## config.mk

```make
export PLATFORM = sky130hd
export DESIGN_NAME = retire_counter
export DESIGN_NICKNAME = d
export VERILOG_FILES = /design/src/rtl/rc_pkg.sv /design/src/rtl/rc_pend_track.sv /design/src/rtl/rc_count_core.sv /design/src/rtl/rc_read_port.sv /design/src/rtl/retire_counter.sv
export SDC_FILE = /design/constraint.sdc
export NUM_CORES = 1
export LEC_CHECK = 0
export BUFFER_PORTS_ARGS = -buffer_cell sky130_fd_sc_hd__buf_4
export CAP_MARGIN = 0
export CELL_PAD_IN_SITES_DETAIL_PLACEMENT = 1
export CELL_PAD_IN_SITES_GLOBAL_PLACEMENT = 2
export CORE_MARGIN = 2
export CORE_UTILIZATION = 32
export CTS_CLUSTER_SIZE = 20
export DETAILED_ROUTE_END_ITERATION = 8
export HOLD_SLACK_MARGIN = 0.12
export PLACE_DENSITY = 0.9
export RECOVER_POWER = 50
export SETUP_SLACK_MARGIN = 0.3
export SLEW_MARGIN = 0
export SYNTH_ARGS = -nofsm -noshare
export SYNTH_HDL_FRONTEND = slang
export SYNTH_SLANG_ARGS = --single-unit
```

## constraint.sdc

```tcl
create_clock -name clk -period 5.35 [get_ports clk]
set_input_delay 0.8025 -clock clk [delete_from_list [all_inputs] [get_ports clk]]
set_output_delay 0.8025 -clock clk [all_outputs]
set_load 0.02 [all_outputs]
```

## src/rtl/rc_pkg.sv

```systemverilog
package rc_pkg;
  // Which CSR half an access targets
  typedef enum logic {
    PART_LO = 1'b0,
    PART_HI = 1'b1
  } part_sel_e;

  // Number of CSR-visible slices of the counter
  localparam int RC_PARTS = 2;
endpackage

```

## src/rtl/rc_pend_track.sv

```systemverilog
module rc_pend_track (
  input  logic clk,
  input  logic rst,
  input  logic done_i,
  input  logic we_i,
  output logic pend_o
);
  logic pend_q;

  // Valid for exactly one cycle: a bubble clears it, so nothing stale remains
  always_ff @(posedge clk) begin
    if (rst) pend_q <= 1'b0;
    else     pend_q <= done_i & ~we_i;
  end

  assign pend_o = pend_q;
endmodule

```

## src/rtl/rc_count_core.sv

```systemverilog
module rc_count_core #(
  parameter int CNT_W = 64
) (
  input  logic                     clk,
  input  logic                     rst,
  input  logic                     pend_i,
  input  logic                     inhibit_i,
  input  logic                     we_i,
  input  rc_pkg::part_sel_e        sel_i,
  input  logic [CNT_W/rc_pkg::RC_PARTS-1:0] wdata_i,
  output logic [CNT_W-1:0]         count_o,
  output logic [CNT_W-1:0]         visible_o
);
  localparam int NPARTS = rc_pkg::RC_PARTS;
  localparam int PART_W = CNT_W / NPARTS;

  logic [CNT_W-1:0] cnt_q;
  logic [CNT_W-1:0] cnt_nxt;
  logic             inc;

  assign inc       = pend_i & ~inhibit_i;
  // Full-width add keeps the low-to-high carry in the same edge
  assign visible_o = cnt_q + {{(CNT_W-1){1'b0}}, inc};

  generate
    for (genvar p = 0; p < NPARTS; p++) begin : g_part
      logic hit;
      assign hit = we_i && (sel_i == rc_pkg::part_sel_e'(p));
      assign cnt_nxt[p*PART_W +: PART_W] =
        hit ? wdata_i : visible_o[p*PART_W +: PART_W];
    end
  endgenerate

  always_ff @(posedge clk) begin
    if (rst) cnt_q <= '0;
    else     cnt_q <= cnt_nxt;
  end

  assign count_o = cnt_q;
endmodule

```

## src/rtl/rc_read_port.sv

```systemverilog
module rc_read_port #(
  parameter int CNT_W = 64
) (
  input  logic                 clk,
  input  logic                 rst,
  input  logic                 rd_i,
  input  rc_pkg::part_sel_e    sel_i,
  input  logic [CNT_W-1:0]     visible_i,
  output logic [CNT_W/2-1:0]   rdata_o
);
  localparam int PART_W = CNT_W / 2;

  logic [PART_W-1:0] rdata_q;

  always_ff @(posedge clk) begin
    if (rst) begin
      rdata_q <= '0;
    end else if (rd_i) begin
      rdata_q <= (sel_i == rc_pkg::PART_HI) ? visible_i[CNT_W-1:PART_W]
                                            : visible_i[PART_W-1:0];
    end
  end

  assign rdata_o = rdata_q;
endmodule

```

## src/rtl/retire_counter.sv

```systemverilog
module retire_counter #(
  parameter int CNT_W  = 64,
  parameter int PART_W = CNT_W / 2
) (
  input  logic              clk,
  input  logic              rst,
  input  logic              instr_done_i,
  input  logic              inhibit_i,
  input  logic              csr_rd_i,
  input  logic              csr_we_i,
  input  logic              csr_hi_i,
  input  logic [PART_W-1:0] csr_wdata_i,
  output logic [PART_W-1:0] csr_rdata_o,
  output logic [CNT_W-1:0]  count_o,
  output logic              spec_inc_o
);
  rc_pkg::part_sel_e sel;
  logic              pend;
  logic [CNT_W-1:0]  visible;

  assign sel = rc_pkg::part_sel_e'(csr_hi_i);

  rc_pend_track u_pend (
    .clk    (clk),
    .rst    (rst),
    .done_i (instr_done_i),
    .we_i   (csr_we_i),
    .pend_o (pend)
  );

  rc_count_core #(.CNT_W(CNT_W)) u_core (
    .clk       (clk),
    .rst       (rst),
    .pend_i    (pend),
    .inhibit_i (inhibit_i),
    .we_i      (csr_we_i),
    .sel_i     (sel),
    .wdata_i   (csr_wdata_i),
    .count_o   (count_o),
    .visible_o (visible)
  );

  rc_read_port #(.CNT_W(CNT_W)) u_rd (
    .clk       (clk),
    .rst       (rst),
    .rd_i      (csr_rd_i),
    .sel_i     (sel),
    .visible_i (visible),
    .rdata_o   (csr_rdata_o)
  );

  assign spec_inc_o = pend;
endmodule

```

==> results of run 1 <==
[sequential cells by signal, summed over array words and instances, names as in the netlist]
| register | cells |
|---|---|
| u_pend.pend_o | 1 |
| u_core.count_o | 64 |
| u_rd.rdata_o | 32 |
[cells in the mapped netlist, drive strengths merged (18+ instances only)]
cell | count | area share (%)
clkbuf | 35 | 2.7
nor2 | 92 | 7.0
a21oi | 18 | 1.8
nand2 | 35 | 2.7
a211oi | 37 | 5.7
nor3 | 38 | 4.0
xor2 | 24 | 4.3
nand3 | 28 | 2.8
xnor2 | 27 | 4.8
dfxtp | 97 | 39
nand4 | 20 | 3.1
o21ai | 18 | 1.8
[worst paths after layout]
check,cells after the start,slack (ns),end
worst max-delay path,9,1.97,u_core.count_o[62]$_SDFF_PP0_
worst min-delay path,2,0.47,u_rd.rdata_o[31]$_SDFFE_PP0P_
worst max register to register,5,2.15,u_core.count_o[62]$_SDFF_PP0_
worst min register to register,2,0.47,u_rd.rdata_o[31]$_SDFFE_PP0P_
[worst reg2reg max path, delay by kind of cell (launching register included)]
family,cells,cell delay [ns]
flip-flops,1,0.46
AO/OA/AOI/OAI,1,0.28
AND/OR/NAND/NOR,4,2.37
[cell families (layout without fill, tap and decap cells)]
| kind of cell | Yosys count | in the layout | share of synthesized area (%) |
|---|---|---|---|
| AND/OR/NAND/NOR | 271 | 271 | 28.0 |
| AO/OA/AOI/OAI | 127 | 127 | 18.7 |
| flip-flops | 97 | 97 | 39.3 |
| XOR/XNOR | 51 | 51 | 9.05 |
| buffers and inverters | 49 | 160 | 3.85 |
| multiplexers | 3 | 3 | 0.608 |
| adder cells (fa/ha/maj) | 2 | 2 | 0.507 |
[power breakdown]
part           total [W]  leakage, nW  switching, W  internal [W]
combinational   0.000259         1.10      0.000171     0.0000886
clock           0.000626        0.139      0.000287      0.000339
sequential      0.000820        0.796     0.0000553      0.000764
total            0.00170         2.03      0.000513       0.00119
[per-stage QoR]
step	util (%)	worst slack, ns	instances	hold slack [ns]	power, W
floorplan	-	2.21	600	0.577	0.000982
global placement	39.9	1.73	883	0.459	0.00112
detailed placement	39.9	1.62	883	0.465	0.00113
CTS	41.8	1.99	899	0.481	0.00174
global route	39.4	1.87	899	0.522	0.00176
finish	39.4	1.97	899	0.470	0.00170
[layout make-up]
cell class / instances / area (um2) / area share [%]
Tap cell: 188 / 235 / 3.94
Multi-Input combinational cell: 454 / 2810 / 47.2
Sequential cell: 97 / 1940 / 32.6
Inverter: 6 / 22.5 / 0.378
Clock inverter: 3 / 15.0 / 0.252
Timing Repair Buffer: 138 / 676 / 11.3
Clock buffer: 13 / 260 / 4.36
[per-layer routing]
layer  vias to the layer above  track usage [%]  wire, um  share of wire [%]
met5                         -                0         0                  0
met4                         0             9.11       419                2.1
met3                        30             2.80       997                5.1
met2                       180             39.9      9410                 48
met1                      2605             31.5      8700                 45
li1                       2424                -         -                  -
==> flow_metrics.tcl, run 1 <==
set metrics [dict create \
    finish.instance_area_um2 5960 \
    synthCells 600 \
    antenna_violating_nets_post_route 0 \
    viasPerCell 5.83 \
    type_of_element_launching_the_critical_path "input port" \
    max_clock_freq_mhz 296 \
    finalHoldViolations 0 \
    avgRoutedWirePerCell_um 21.7 \
    io-pin-count 136 \
    global_route.usage.total_pct 23.9 \
    via_count_of_the_first_global_routing_pass 5431 \
    grt_antenna_before_repair 0 \
    worst_pin_slew_ns 1.15 \
    grt_overflow_total 0 \
    port-buffer-count 135 \
    floorplan_core_area_um2 15100 \
    final_net_count 747 \
    drt-initial-drc-count 370 \
    syn_nets 641 \
    totalWireLength_mm 19.5 \
    final_common_cell "sky130_fd_sc_hd__clkbuf_1" \
    cts.repair.resized 0 \
    synthDistinctLibCells 51 \
    placed_area_um2 6050 \
    path_max_fanout 16 \
    slowest_delay_ns 0.72 \
    critical-path-slowest-cell "sky130_fd_sc_hd__or4_1" \
    maximum_number_of_pins_on_one_net_before_global_route_repair 77 \
    crit_buf_inv 1 \
    dr_total_vias 5239 \
    core.rowCount 45 \
    rsz0062_at_grt "no" \
    layout.filler_cells 1874 \
    worstSetupEndpointType "flop" \
    ys_seq_elements 97 \
    antenna_cells 0 \
    final_period_minus_worst_setup_slack_ns 3.38 \
    syn_area_um2 4940 \
    synth_edf_count 0 \
    worst_path_most_repeated_cell "sky130_fd_sc_hd__ha_1" \
    maxSlewViolCount 0 \
    dpl.hpwl_mm 14.2 \
    timing.final.crit_share_pct 63.2 \
    cts_tree "yes" \
    hp_class "reg2reg" \
    cts_hold_buffers_added 0 \
    power_density_nw_per_um2 286 \
    layout_common_cells "sky130_fd_sc_hd__clkbuf_1, sky130_fd_sc_hd__dfxtp_1, sky130_fd_sc_hd__nor2_1, sky130_fd_sc_hd__buf_4" \
    die_x_um 128 \
    wire_length_of_the_first_global_routing_pass_mm 30.1 \
    p_leak_nw 2.03 \
    most_used_dff_post_synth "sky130_fd_sc_hd__dfxtp_1" \
    cap_violations 0 \
    clock_path_buffers 2 \
    synth.yosys.warnings 0 \
    die-area_um2 16400 \
    outcome "completed" \
    worst_slew_margin_rel_pct 22.7 \
    postCtsSetupRepairBufs 0 \
    gp_congestion 0.872 \
    numCtsBuffers 9 \
    first_pass_iters 5 \
    flow.area_growth_from_synthesis_pct 20.8 \
    fraction_of_synthesis_flops_using_an_asynchronous_set_or_reset_pin_pct 0 \
    die_height_um 128 \
    hold_path_startpoint "u_rd.rdata_o[31]$_SDFFE_PP0P_" \
    initial_utilization_pct 32.6 \
    synth.avg_cell_area_um2 8.23 \
    timing.critical_path.cells "buf_4, nor2b_1, ha_1, ha_1, nand4_1, or3_4, or4_1, or4_4, a311oi_1" \
    tritoncts_num_sinks 97 \
    worstReg2RegStart "u_core.count_o[10]$_SDFF_PP0_" \
    worst-setup-path-type "in2reg" \
    clock_tree_root_driver_cell "sky130_fd_sc_hd__clkbuf_16" \
    ir_drop_uv 144 \
    timing.setup.tns_ns 0 \
    critical_path_arrival_ns 3.64 \
    cts.clk_slew.worst_paths_ns 0.07 \
    clk-insertion-delay-late_ns 0.36 \
    setup.worst_path.start "inhibit_i" \
    drc_errors 0 \
    cp_top_family "simple AND/OR/NAND/NOR gates" \
    finish_stage_setup_viols 0 \
    htree_num_levels 3 \
    drive_above_1_share_pct 9.85 \
    final.setup_skew_ns 0.00769 \
    seq_area_frac_synth_pct 39.3 \
    crit_required_ns 5.61 \
]
Power figures use the tool's default switching activity.
==> run 2, diff against run 1 <==
- CORE_UTILIZATION: 32 -> 27
- PLACE_DENSITY: 0.9 -> 0.82
- clock period: 5.35 -> 2.9 ns (I/O delays scaled with it)
==> flow_metrics.tcl, run 2 (synthesized netlist as in run 1, its figures left out) <==
set metrics [dict create \
    worst_slew_margin_rel_pct 30.0 \
    final_common_cell "sky130_fd_sc_hd__dfxtp_1" \
    critical_path_arrival_ns 2.99 \
    cap_violations 0 \
    path_max_fanout 3 \
    flow.area_growth_from_synthesis_pct 33.7 \
    tritoncts_num_sinks 97 \
    finalHoldViolations 0 \
    crit_required_ns 3.15 \
    grt_antenna_before_repair 0 \
    grt_overflow_total 0 \
    dr_wl_met2_mm 9.84 \
    timing.hold.ws_ns 0.319 \
    utilization_pct 36.7 \
    ir_drop_uv 317 \
    numCtsBuffers 9 \
    routed-wl-met3_mm 1.23 \
    clock_path_buffers 2 \
    drc_errors 0 \
    maximum_number_of_pins_on_one_net_before_global_route_repair 50 \
    rsz0062_at_grt "yes" \
    timing.final.crit_share_pct 94.3 \
    worst_pin_slew_ns 1.05 \
    outcome "completed" \
    totalWireLength_mm 21.1 \
    final_period_minus_worst_setup_slack_ns 2.74 \
    hp_class "in2reg" \
    cts_tree "yes" \
    drt-initial-drc-count 297 \
    die-area_um2 19400 \
    dr.max_layer_used "met4" \
    dr_total_vias 5365 \
    die_height_um 139 \
    floorplan_core_area_um2 18000 \
    first_pass_iters 6 \
    power_density_nw_per_um2 476 \
    p_leak_nw 2.37 \
    drive_above_1_share_pct 18.4 \
    wl_met1_mm 9.54 \
    port-buffer-count 135 \
    layout_common_cells "sky130_fd_sc_hd__dfxtp_1, sky130_fd_sc_hd__clkbuf_1, sky130_fd_sc_hd__nor2_1, sky130_fd_sc_hd__buf_4, sky130_fd_sc_hd__a211oi_1" \
    worstSetupEndpointType "flop" \
    viasPerCell 5.49 \
    initial_utilization_pct 27.5 \
    gp_congestion 0.889 \
    antenna_violating_nets_post_route 0 \
    largest_register_ffs 64 \
    antenna_cells 0 \
    max_clock_freq_mhz 366 \
    layout.filler_cells 2170 \
    via_count_of_the_first_global_routing_pass 5474 \
    cts.clk_slew.worst_paths_ns 0.07 \
    htree_num_levels 3 \
    io-pin-count 136 \
    final_net_count 787 \
    global_route.usage.total_pct 21.4 \
    clock_tree_root_driver_cell "sky130_fd_sc_hd__clkbuf_16" \
    worstHoldPathCells 3 \
    final.setup_skew_ns 0.0104 \
    maxSlewViolCount 0 \
    clk-insertion-delay-late_ns 0.36 \
    type_of_element_launching_the_critical_path "flop" \
    core.rowCount 49 \
    reg2reg_depth 8 \
    die_x_um 139 \
    wire_length_of_the_first_global_routing_pass_mm 32.4 \
    worst-setup-path-type "reg2reg" \
    avgRoutedWirePerCell_um 21.6 \
    finish_stage_setup_viols 0 \
    dpl.hpwl_mm 15.7 \
]
[run 2: cell types whose count changed in the layout (fill, tap and decap cells not counted), moves of 3 or more]
cell                       before  now
sky130_fd_sc_hd__nor4_4         0    6
sky130_fd_sc_hd__nor4_1        13    7
sky130_fd_sc_hd__buf_4         42   80
sky130_fd_sc_hd__clkbuf_1      98   95
sky130_fd_sc_hd__nor3_1        36   31
sky130_fd_sc_hd__xor2_1        24   21
sky130_fd_sc_hd__nor3_2         2    6
sky130_fd_sc_hd__o21ai_0       17   14
[run 2: timing repair]
item | in CTS | in global routing
buffers inserted | 2 | 5
pin swaps | 1 | 14
hold buffers | 0 | 0
resized for setup | 14 | 33
endpoints found under the setup margin | 32 | 32
[run 2: through the flow]
stage | instances | total power, W | instance area (um2) | setup TNS, ns | worst slack, ns
floorplan | 600 | 0.00181 | 4960 | 0 | 0.167
global placement | 957 | 0.00209 | 6380 | 0 | 0.0128
detailed placement | 957 | 0.00210 | 6380 | -0.465 | -0.128
CTS | 972 | 0.00320 | 6730 | 0 | 0.255
global route | 977 | 0.00327 | 6600 | 0 | 0.0427
finish | 977 | 0.00314 | 6600 | 0 | 0.165
[run 2: path summary, 6_finish.rpt]
path | from | to | slack (ns)
worst max-delay path | u_pend.pend_o$_SDFF_PP0_ | u_core.count_o[62]$_SDFF_PP0_ | 0.16
worst min-delay path | csr_wdata_i[0] | u_core.count_o[0]$_SDFF_PP0_ | 0.32
worst max register to register | u_pend.pend_o$_SDFF_PP0_ | u_core.count_o[62]$_SDFF_PP0_ | 0.16
worst min register to register | u_rd.rdata_o[29]$_SDFFE_PP0P_ | u_rd.rdata_o[29]$_SDFFE_PP0P_ | 0.48
[run 2: metal layers]
metal / vias to the layer above / track usage, %
li1: 2488 / -
met5: - / 0
met4: 0 / 7.34
met2: 194 / 34.5
met1: 2659 / 29.1
met3: 24 / 3.51
[run 2: worst max-delay path, cell delays in order, from the launching register on]
cell,delay (ns)
sky130_fd_sc_hd__dfxtp_1,0.34
sky130_fd_sc_hd__nor2b_4,0.17
sky130_fd_sc_hd__ha_4,0.17
sky130_fd_sc_hd__ha_4,0.14
sky130_fd_sc_hd__nand4_1,0.15
sky130_fd_sc_hd__or3_4,0.37
sky130_fd_sc_hd__or4_4,0.46
sky130_fd_sc_hd__or4_4,0.56
sky130_fd_sc_hd__a311oi_2,0.27
[run 2: final cells by class]
cell class                 count  area [um2]  area share, %
multi-input combinational    454        3080           46.7
clock inverter                 1        5.00         0.0758
sequential                    97        1940           29.4
inverter                       6        22.5          0.341
tap                          229         287           4.34
clock buffer                  12         246           3.73
timing repair buffer         178        1020           15.4
[run 2: report_power, final]
| part | internal (W) | switching (W) | leakage, nW |
|---|---|---|---|
| Combinational | 0.000186 | 0.000330 | 1.45 |
| Clock | 0.000590 | 0.000517 | 0.124 |
| Sequential | 0.00141 | 0.000107 | 0.796 |
==> run 3, diff against run 2 <==
- CORE_UTILIZATION: 27 -> 28
- PLACE_DENSITY: 0.82 -> 0.83
- SYNTH_HIERARCHICAL: unset -> 1
==> flow_metrics.tcl, run 3 <==
set metrics [dict create \
    gp_congestion 0.827 \
    floorplan_core_area_um2 18700 \
    io-pin-count 136 \
    maximum_number_of_pins_on_one_net_before_global_route_repair 65 \
    drive_above_1_share_pct 23.3 \
    most_used_dff_post_synth "sky130_fd_sc_hd__dfxtp_1" \
    die-area_um2 20200 \
    flow.area_growth_from_synthesis_pct 36.2 \
    syn_nets 702 \
    totalWireLength_mm 21.6 \
    antenna_violating_nets_post_route 0 \
    via_count_of_the_first_global_routing_pass 5759 \
    r2r-end "u_rd/rdata_o[30]$_SDFFE_PP0P_" \
    worst_slew_margin_rel_pct -0.218 \
    yosysMostFrequentCell "sky130_fd_sc_hd__nor2_1" \
    maxSlewViolCount 30 \
    numCtsBuffers 9 \
    initial_utilization_pct 28.6 \
    max_clock_freq_mhz 369 \
    largest_register_ffs 64 \
    critical_path_arrival_ns 2.88 \
    reg2reg_depth 11 \
    synth.yosys.warnings 6 \
    pre_cts_ws_ns -0.149 \
    seq_area_frac_synth_pct 36.4 \
    synthDominantAreaCellType "sky130_fd_sc_hd__dfxtp_1" \
    synth.avg_cell_area_um2 8.08 \
    synth_edf_count 0 \
    drc_errors 0 \
    p_leak_nw 2.89 \
    synth_top_area_share_pct 36.4 \
    final_net_count 883 \
    failed_checks "capacitance limit, slew limit" \
    final_critical_path_setup_slack_ns 0.193 \
    synthDistinctLibCells 41 \
    wire_length_of_the_first_global_routing_pass_mm 32.7 \
    htree_num_levels 3 \
    hp_class "in2reg" \
    first_pass_iters 4 \
    ys_seq_elements 97 \
    grt_antenna_before_repair 0 \
    tritoncts_num_sinks 97 \
    global_route.usage.total_pct 21.0 \
    cts.clk_slew.worst_paths_ns 0.07 \
    type_of_element_launching_the_critical_path "flop" \
    report.power.total_w 0.00330 \
    viasPerCell 5.28 \
    power_density_nw_per_um2 453 \
    outcome "finished, violations left" \
    setup.worst_path.start "u_pend/pend_o$_SDFF_PP0_" \
    layout_common_cells "sky130_fd_sc_hd__nor2_1, sky130_fd_sc_hd__buf_4, sky130_fd_sc_hd__dfxtp_1, sky130_fd_sc_hd__clkbuf_1, sky130_fd_sc_hd__nand2_1" \
    dr_total_vias 5710 \
    cts_tree "yes" \
    drt-initial-drc-count 301 \
    antenna_cells 0 \
    final_common_cell "sky130_fd_sc_hd__nor2_1" \
    die_height_um 142 \
    dpl.hpwl_mm 15.9 \
    worst-setup-path-type "reg2reg" \
    timing.critical_path.to "u_rd/rdata_o[30]$_SDFFE_PP0P_" \
    cap_violations 1 \
    worst_pin_slew_ns 1.50 \
    clock_path_buffers 2 \
    final_period_minus_worst_setup_slack_ns 2.71 \
    layout.cells.non_filler 1081 \
    clk-insertion-delay-late_ns 0.36 \
    port-buffer-count 135 \
    grt_overflow_total 0 \
    yosys-top-cells-count "sky130_fd_sc_hd__nor2_1, sky130_fd_sc_hd__dfxtp_1, sky130_fd_sc_hd__nand2_1" \
    ir_drop_uv 292 \
    cts_hold_buffers_added 0 \
    worstReg2RegStart "u_pend/pend_o$_SDFF_PP0_" \
    path_max_fanout 8 \
    rsz0062_at_grt "yes" \
    placedCellCount 1058 \
    clock_tree_root_driver_cell "sky130_fd_sc_hd__clkbuf_16" \
    fraction_of_synthesis_flops_using_an_asynchronous_set_or_reset_pin_pct 0 \
    worstSetupEndpointType "flop" \
    final.setup_skew_ns 0.00871 \
    yosys-top-cells-area "sky130_fd_sc_hd__dfxtp_1, sky130_fd_sc_hd__nor2_1, sky130_fd_sc_hd__a211oi_1" \
    finalHoldViolations 0 \
    core.rowCount 50 \
    synthCells 661 \
    finish_stage_setup_viols 0 \
    crit_required_ns 3.07 \
    timing.final.crit_share_pct 93.3 \
    avgRoutedWirePerCell_um 20.0 \
    syn_area_um2 5340 \
    die_x_um 142 \
    register_to_register_path_setup_slack_ns 0.19 \
]
[run 3: power breakdown]
group	total, W	internal [W]	switching [W]	leakage [nW]
combinational	0.000626	0.000231	0.000395	1.96
clock	0.00116	0.000607	0.000551	0.129
sequential	0.00151	0.00142	0.0000933	0.801
[run 3: cells by family after synthesis]
| group | Yosys count | share of synthesized area, % |
|---|---|---|
| compound gates | 110 | 15.4 |
| xor+xnor | 38 | 6.23 |
| fa+ha+maj | 2 | 0.468 |
| buf+inv | 61 | 5.65 |
| flops | 97 | 36.4 |
| mux | 32 | 6.00 |
| simple gates | 321 | 29.9 |
[run 3: routing by layer]
layer  track usage [%]  part of all wire (%)  up-vias
met4              6.89                   1.5        0
met1              27.9                    46     2786
met5                 0                     0        -
met2              35.0                    48      130
li1                  -                     -     2768
met3              3.23                   4.4       26
[run 3: critical path: stages (launching register included)]
cell and delay (ns):
sky130_fd_sc_hd__dfxtp_1 0.34, sky130_fd_sc_hd__nor2b_4 0.18, sky130_fd_sc_hd__ha_4 0.17, sky130_fd_sc_hd__ha_4 0.14, sky130_fd_sc_hd__nand4_4 0.10, sky130_fd_sc_hd__or2_4 0.25, sky130_fd_sc_hd__or4_4 0.50, sky130_fd_sc_hd__buf_6 0.16
sky130_fd_sc_hd__o31ai_1 0.34, sky130_fd_sc_hd__nand2_1 0.10, sky130_fd_sc_hd__mux2i_1 0.14, sky130_fd_sc_hd__a211oi_1 0.08
[run 3: final cells by class]
type	instances	area, um2
inverters	17	63.8
fillers	2294	11400
clock buffers	12	246
flip-flops and latches	97	1940
multi-input cells	503	3420
clock inverters	4	28.8
repair buffers	214	1280
well taps	234	293
[run 3: worst min-delay path by stage]
stage                                               end  cells past startpoint                           from  slack (ns)
final                          u_pend/pend_o$_SDFF_PP0_                      2                       csr_we_i        0.28
after global routing           u_pend/pend_o$_SDFF_PP0_                      2                       csr_we_i        0.28
after CTS                      u_pend/pend_o$_SDFF_PP0_                      2                       csr_we_i        0.26
after detailed placement  u_rd/rdata_o[13]$_SDFFE_PP0P_                      2  u_rd/rdata_o[13]$_SDFFE_PP0P_        0.48
after global placement    u_rd/rdata_o[13]$_SDFFE_PP0P_                      2  u_rd/rdata_o[13]$_SDFFE_PP0P_        0.48
after floorplan                u_pend/pend_o$_SDFF_PP0_                      1                       csr_we_i        0.50
[run 3: what timing repair did]
item	in CTS	in global routing
setup endpoints to repair	38	41
pin swaps	7	18
gates resized for setup	19	45
setup buffers	4	3
cloned	0	0
endpoints found under the hold margin	0	0
[run 3: stage by stage]
stage | hold WS, ns | TNS, ns | utilization [%] | area (um2)
floorplan | 0.496 | 0 | - | 5400
global placement | 0.476 | -0.569 | 37.6 | 7020
detailed placement | 0.480 | -1.41 | 37.6 | 7020
CTS | 0.257 | 0 | 39.6 | 7410
global route | 0.277 | 0 | 38.9 | 7270
finish | 0.278 | 0 | 38.9 | 7270
